<file path="config.mk">
export PLATFORM = sky130hd
export DESIGN_NAME = sadd_bist_seq
export DESIGN_NICKNAME = d
export VERILOG_FILES = /design/src/rtl/sadd_bist_pkg.sv /design/src/rtl/seq_vec_store.sv /design/src/rtl/seq_ctrl.sv /design/src/rtl/seq_ref_chk.sv /design/src/rtl/sadd_bist_seq.sv
export SDC_FILE = /design/constraint.sdc
export NUM_CORES = 1
export LEC_CHECK = 0
export ABC_AREA = 0
export CAP_MARGIN = 40
export CORE_UTILIZATION = 44
export DETAILED_ROUTE_END_ITERATION = 10
export PLACE_DENSITY = 0.75
export SYNTH_ARGS = -nofsm -noshare
export SYNTH_HDL_FRONTEND = slang
export SYNTH_SLANG_ARGS = --single-unit
</file>
<file path="constraint.sdc">
create_clock -name clk -period 4.8 [get_ports clk]
set_input_delay 0.48 -clock clk [delete_from_list [all_inputs] [get_ports clk]]
set_output_delay 0.48 -clock clk [all_outputs]
set_load 0.05 [all_outputs]
</file>
<file path="src/rtl/sadd_bist_pkg.sv">
package sadd_bist_pkg;

   typedef enum logic [1:0] {
      ST_LOAD  = 2'd0,
      ST_RUN   = 2'd1,
      ST_CMP   = 2'd2,
      ST_FIN   = 2'd3
   } seq_state_e;

   // Fixed seed patterns for a 4-bit adder; index 0..2
   function automatic logic [3:0] seed_nibble(input int unsigned idx);
      logic [3:0] v;
      case (idx)
         0:       v = 4'b1011;
         1:       v = 4'b1100;
         2:       v = 4'b0110;
         default: v = 4'b0000;
      endcase
      return v;
   endfunction

endpackage

</file>
<file path="src/rtl/seq_vec_store.sv">
module seq_vec_store #(
   parameter int W  = 4,
   parameter int NT = 3,
   parameter int IW = 2
) (
   input  logic [IW-1:0] idx_i,
   output logic [W-1:0]  a_o,
   output logic [W-1:0]  b_o
);
   import sadd_bist_pkg::*;

   localparam int NSEED = 3;

   logic [31:0] idx_w;
   logic [31:0] gen_a;
   logic [31:0] gen_b;

   assign idx_w = 32'(idx_i);
   assign gen_a = idx_w * 32'd5 + 32'd3;
   assign gen_b = idx_w * 32'd3 + 32'd1;

   generate
      if (W == 4) begin : g_seeded
         always_comb begin
            if (idx_w < NSEED) begin
               a_o = W'(seed_nibble(idx_w));
               b_o = W'(seed_nibble(idx_w));
            end else begin
               a_o = gen_a[W-1:0];
               b_o = gen_b[W-1:0];
            end
         end
      end else begin : g_computed
         assign a_o = gen_a[W-1:0];
         assign b_o = gen_b[W-1:0];
      end
   endgenerate

   initial begin
      if (NT < 1)
         $error("seq_vec_store: NT must be at least 1");
      if ((1 << IW) < NT)
         $error("seq_vec_store: index width too small");
   end
endmodule

</file>
<file path="src/rtl/seq_ctrl.sv">
module seq_ctrl #(
   parameter int W  = 4,
   parameter int NT = 3,
   parameter int IW = 2,
   parameter int CW = 3
) (
   input  logic                      clk,
   input  logic                      rst_n,
   input  logic                      run_i,
   output sadd_bist_pkg::seq_state_e state_o,
   output logic [IW-1:0]             idx_o,
   output logic                      start_o,
   output logic                      adder_rel_o,
   output logic                      cmp_o,
   output logic                      fin_o
);
   import sadd_bist_pkg::*;

   localparam logic [CW-1:0] LAST_CNT = CW'(2 * W - 1);
   localparam logic [IW-1:0] LAST_IDX = IW'(NT - 1);

   seq_state_e    state_q;
   logic [CW-1:0] cnt_q;
   logic [IW-1:0] idx_q;

   always_ff @(posedge clk) begin
      if (!rst_n) begin
         state_q <= ST_LOAD;
         cnt_q   <= '0;
         idx_q   <= '0;
      end else begin
         case (state_q)
            ST_LOAD: begin
               if (run_i) begin
                  state_q <= ST_RUN;
                  cnt_q   <= '0;
               end
            end
            ST_RUN: begin
               if (cnt_q == LAST_CNT) begin
                  state_q <= ST_CMP;
               end else begin
                  cnt_q <= cnt_q + 1'b1;
               end
            end
            ST_CMP: begin
               if (idx_q == LAST_IDX) begin
                  state_q <= ST_FIN;
               end else begin
                  idx_q   <= idx_q + 1'b1;
                  state_q <= ST_LOAD;
               end
            end
            default: state_q <= ST_FIN;
         endcase
      end
   end

   assign state_o     = state_q;
   assign idx_o       = idx_q;
   assign start_o     = (state_q == ST_RUN) && (cnt_q == '0);
   assign adder_rel_o = (state_q == ST_RUN) || (state_q == ST_CMP);
   assign cmp_o       = (state_q == ST_CMP);
   assign fin_o       = (state_q == ST_FIN);

   initial begin
      if ((1 << CW) < 2 * W)
         $error("seq_ctrl: counter width too small");
   end
endmodule

</file>
<file path="src/rtl/seq_ref_chk.sv">
module seq_ref_chk #(
   parameter int W           = 4,
   parameter bit CARRY_CHECK = 1'b1
) (
   input  logic         clk,
   input  logic         rst_n,
   input  logic         cmp_i,
   input  logic [W-1:0] a_i,
   input  logic [W-1:0] b_i,
   input  logic [W:0]   sum_i,
   output logic         fail_o
);
   logic mismatch;
   logic fail_q;

   generate
      if (CARRY_CHECK) begin : g_full
         logic [W:0] ref_sum;
         assign ref_sum  = {1'b0, a_i} + {1'b0, b_i};
         assign mismatch = (ref_sum != sum_i);
      end else begin : g_low
         logic [W-1:0] ref_low;
         assign ref_low  = a_i + b_i;
         assign mismatch = (ref_low != sum_i[W-1:0]);
      end
   endgenerate

   always_ff @(posedge clk) begin
      if (!rst_n) begin
         fail_q <= 1'b0;
      end else if (cmp_i && mismatch) begin
         fail_q <= 1'b1;
      end
   end

   assign fail_o = fail_q;
endmodule

</file>
<file path="src/rtl/sadd_bist_seq.sv">
module sadd_bist_seq #(
   parameter int W           = 4,
   parameter int NUM_TESTS   = 3,
   parameter bit CARRY_CHECK = 1'b1
) (
   input  logic         clk,
   input  logic         rst_n,
   input  logic         run_i,
   output logic [W-1:0] add_a_o,
   output logic [W-1:0] add_b_o,
   output logic         add_start_o,
   output logic         add_rst_n_o,
   input  logic [W:0]   add_sum_i,
   output logic         pass_o,
   output logic         fail_o,
   output logic         done_o
);
   import sadd_bist_pkg::*;

   localparam int IW = (NUM_TESTS > 1) ? $clog2(NUM_TESTS) : 1;
   localparam int CW = $clog2(2 * W);

   seq_state_e   state;
   logic [IW-1:0] idx;
   logic [W-1:0]  vec_a;
   logic [W-1:0]  vec_b;
   logic          cmp;
   logic          fin;
   logic          rel;
   logic          fail;

   seq_ctrl #(.W(W), .NT(NUM_TESTS), .IW(IW), .CW(CW)) u_ctrl (
      .clk         (clk),
      .rst_n       (rst_n),
      .run_i       (run_i),
      .state_o     (state),
      .idx_o       (idx),
      .start_o     (add_start_o),
      .adder_rel_o (rel),
      .cmp_o       (cmp),
      .fin_o       (fin)
   );

   seq_vec_store #(.W(W), .NT(NUM_TESTS), .IW(IW)) u_vec (
      .idx_i (idx),
      .a_o   (vec_a),
      .b_o   (vec_b)
   );

   seq_ref_chk #(.W(W), .CARRY_CHECK(CARRY_CHECK)) u_ref (
      .clk    (clk),
      .rst_n  (rst_n),
      .cmp_i  (cmp),
      .a_i    (vec_a),
      .b_i    (vec_b),
      .sum_i  (add_sum_i),
      .fail_o (fail)
   );

   assign add_a_o     = fin ? '0 : vec_a;
   assign add_b_o     = fin ? '0 : vec_b;
   assign add_rst_n_o = rel;
   assign fail_o      = fail;
   assign done_o      = fin;
   assign pass_o      = fin && !fail;

   initial begin
      if (W < 2)
         $error("sadd_bist_seq: W must be at least 2");
      if (NUM_TESTS < 1)
         $error("sadd_bist_seq: NUM_TESTS must be at least 1");
   end
endmodule

</file>
==> results.sh <==
export IMPL_grt_use_total_pct=17.2
export IMPL_antenna_cells=0
export IMPL_numCtsBuffers=3
export IMPL_cp_required_ns=4.32
export IMPL_die_h_um=41.9
export IMPL_critPathKind="flip-flop to output port"
export IMPL_yosysTopAreaCell="ha_1"
export IMPL_cts_root_buf="clkbuf_4"
export IMPL_r2r_start="u_ctrl.idx_o[0]$_SDFFE_PN0P_"
export IMPL_relSlewSlack_pct=66.3
export IMPL_cap_violations=0
export IMPL_ys_seq_area_share_pct=22.8
export IMPL_timing_fmax_ghz=0.379
export IMPL_p_leak_uw=0.000413
export IMPL_dpl_cell_area_um2=903
export IMPL_pin_count=21
export IMPL_hold_class="flip-flop to flip-flop"
export IMPL_p_per_area_nw_per_um2=710
export IMPL_die_x_um=41.9
export IMPL_tightest_slew_ns=0.505
export IMPL_netlist_area_um2=702
export IMPL_rows=14
export IMPL_clk_path_buf_depth=2
export IMPL_ant_nets=0
export IMPL_synthArstFlopShare_pct=0
export IMPL_cts_tree="done"
export IMPL_synth_top_cell_area_share_pct=25.0
export IMPL_min_period_ns=2.64
export IMPL_fin_total_pwr_uw=657
export IMPL_clk_latency_ns=0.25
export IMPL_cts_sinks=8
export IMPL_critical_path_top_delay_family="buffers and inverters"
export IMPL_hold_depth=2
export IMPL_r2r_end="u_ref.fail_o$_SDFFE_PN0P_"
export IMPL_slew_viol_final=0
export IMPL_path_clk_slew_ns=0.05
export IMPL_grt_max_degree=11
export IMPL_setup_viol=0
export IMPL_crit_slowest_cell="clkdlybuf4s50_1"
export IMPL_end_kind="output port"
export IMPL_dieArea_um2=1760
export IMPL_post_drt_wl_per_cell_um=11.4
export IMPL_initial_utilization_pct=46.6
export IMPL_grt_pass1_wl_um=2370
export IMPL_worstPathArrival_ns=2.16
export IMPL_drive_gt1_share_pct=8.16
export IMPL_period_share_pct=54.9
export IMPL_io_buffers=20
export IMPL_cp_num_buf_inv=2
export IMPL_reg2reg_slack_ns=2.90
export IMPL_yosys_warnings=0
export IMPL_drt_met1_wl_um=644
export IMPL_yosysMostFrequentCell="ha_1"
export IMPL_post_cts_buffers=0
export IMPL_crit_path_cell_trace="inv_1, ha_1, o31ai_1, nor2_1, clkdlybuf4s50_1"
export IMPL_synth_area_leaders="ha_1, dfxtp_1, nor2b_1"
export IMPL_synth_main_ff_cell="dfxtp_1"
export IMPL_wirelength_um=1300
export IMPL_drtIter0Drc=2
export IMPL_h_tree_depth=1
export IMPL_setup_tns_final_ns=0
export IMPL_holdBufCountCts=0
export IMPL_grt_overflow=0
export IMPL_via_count=577
export IMPL_worst_path_largest_cell_delay_ns=0.71
export IMPL_drc_errors=0
export IMPL_rsz0062_at_grt="false"
export IMPL_status="finished clean"
export IMPL_final_cell_area_um2=926
export IMPL_synth_edf_count=0
export IMPL_max_vdd_ir_drop_v=0.000278
export IMPL_synth_commonest_cells="ha_1, nor2b_1, dfxtp_1"
export IMPL_nets=122
export IMPL_final_hold_violation_count=0
export IMPL_highest_layer="met4"
export IMPL_ys_seq_elements=8
export IMPL_ys_types=25
export IMPL_holdCritStartpoint="u_ref.fail_o$_SDFFE_PN0P_"
export IMPL_core_area_um2=1510
export IMPL_first_pass_iters=2
export IMPL_hpwlAfterDp_um=1080
export IMPL_ctsResizeCount=0
export IMPL_synth_nets=100
export IMPL_wl_met3_um=47
export IMPL_final_util_pct=61.5
export IMPL_synth_cells=78
export IMPL_antenna_found_initial=0
export IMPL_dr_wl_met2_um=601
export IMPL_gp_congestion=0.710
export IMPL_skew_ns=0.00302
export IMPL_grt_pass1_vias=584
export IMPL_r2r_cells=7
export IMPL_min_to="u_ref.fail_o$_SDFFE_PN0P_"
export IMPL_critPathMaxFanout=5
export IMPL_syn_avg_cell_area_um2=9.00
export IMPL_area_delta_synth_final_pct=31.9
export IMPL_start_kind="flip-flop"
export IMPL_via_per_inst=5.06
[final cells by class]
type                       count  area [um2]
clock buffer                   3        22.5
fill                         133         581
inverter                       6        22.5
multi-input combinational     61         500
sequential                     8         160
tap                           16        20.0
timing repair buffer          20         200
[metrics by stage]
step	setup WS, ns	std cells	hold WS [ns]
floorplan	2.41	78	0.513
finish	2.16	114	0.538
global route	2.01	114	0.585
global placement	2.47	111	0.521
CTS	2.15	114	0.545
detailed placement	2.42	111	0.528
[worst max-delay path by stage]
stage	startpoint	cells after the start	endpoint
global route	u_ctrl.idx_o[1]$_SDFFE_PN0P_	5	add_a_o[3]
floorplan	u_ctrl.state_o[0]$_SDFFE_PN0P_	3	add_b_o[0]
detailed placement	u_ctrl.idx_o[1]$_SDFFE_PN0P_	5	add_a_o[3]
CTS	u_ctrl.idx_o[1]$_SDFFE_PN0P_	5	add_a_o[3]
global placement	u_ctrl.idx_o[1]$_SDFFE_PN0P_	5	add_a_o[3]
finish	u_ctrl.idx_o[1]$_SDFFE_PN0P_	5	add_a_o[3]
[layer usage]
layer | GRT usage (%) | up-vias
li1 | - | 299
met1 | 20.5 | 267
met2 | 29.1 | 9
met3 | 6.52 | 2
met4 | 3.87 | 0
met5 | 0 | -
[placed cells by master, fill, tap and decap left out]
cell type        count
o31ai_1              1
o211ai_1             2
a21o_1               1
clkdlybuf4s50_1     20
and3_1               1
and2b_2              1
mux2i_1              3
o21a_1               1
xnor2_1              3
nand3b_1             1
o311a_2              2
a211oi_4             1
clkbuf_4             3
a21oi_1              1
dfxtp_1              8
o21ai_0              4
nor2_2               1
inv_1                6
o41a_1               1
and2_1               4
nor2b_1              9
nand2_1              4
ha_1                14
xor2_1               1
nor2_1               5
[sequential cells by signal (all words and copies together) (netlist names)]
name and cells:
u_ctrl.cnt_q 3, u_ctrl.state_o 2, u_ref.fail_o 1, u_ctrl.idx_o 2
[worst min-delay path: cells and delay by family, from the launching register on]
kind | cells | cell delay [ns]
flops | 1 | 0.34
compound gates | 2 | 0.16
[power breakdown]
group | switching, uW | internal (uW)
sequential | 14.1 | 85.4
combinational | 322 | 187
clock | 20.4 | 28.4
total | 357 | 301
[cells by family (layout without fill, tap and decap cells)]
kind of cell | count (synthesis) | after routing | share of synthesized area, %
simple gates | 26 | 26 | 20.5
fa+ha+maj | 14 | 14 | 25.0
compound gates | 14 | 14 | 16.6
buf+inv | 9 | 29 | 5.88
flops | 8 | 8 | 22.8
xor+xnor | 4 | 4 | 4.99
mux | 3 | 3 | 4.28
Note: power is estimated with default switching activity, not from simulation.
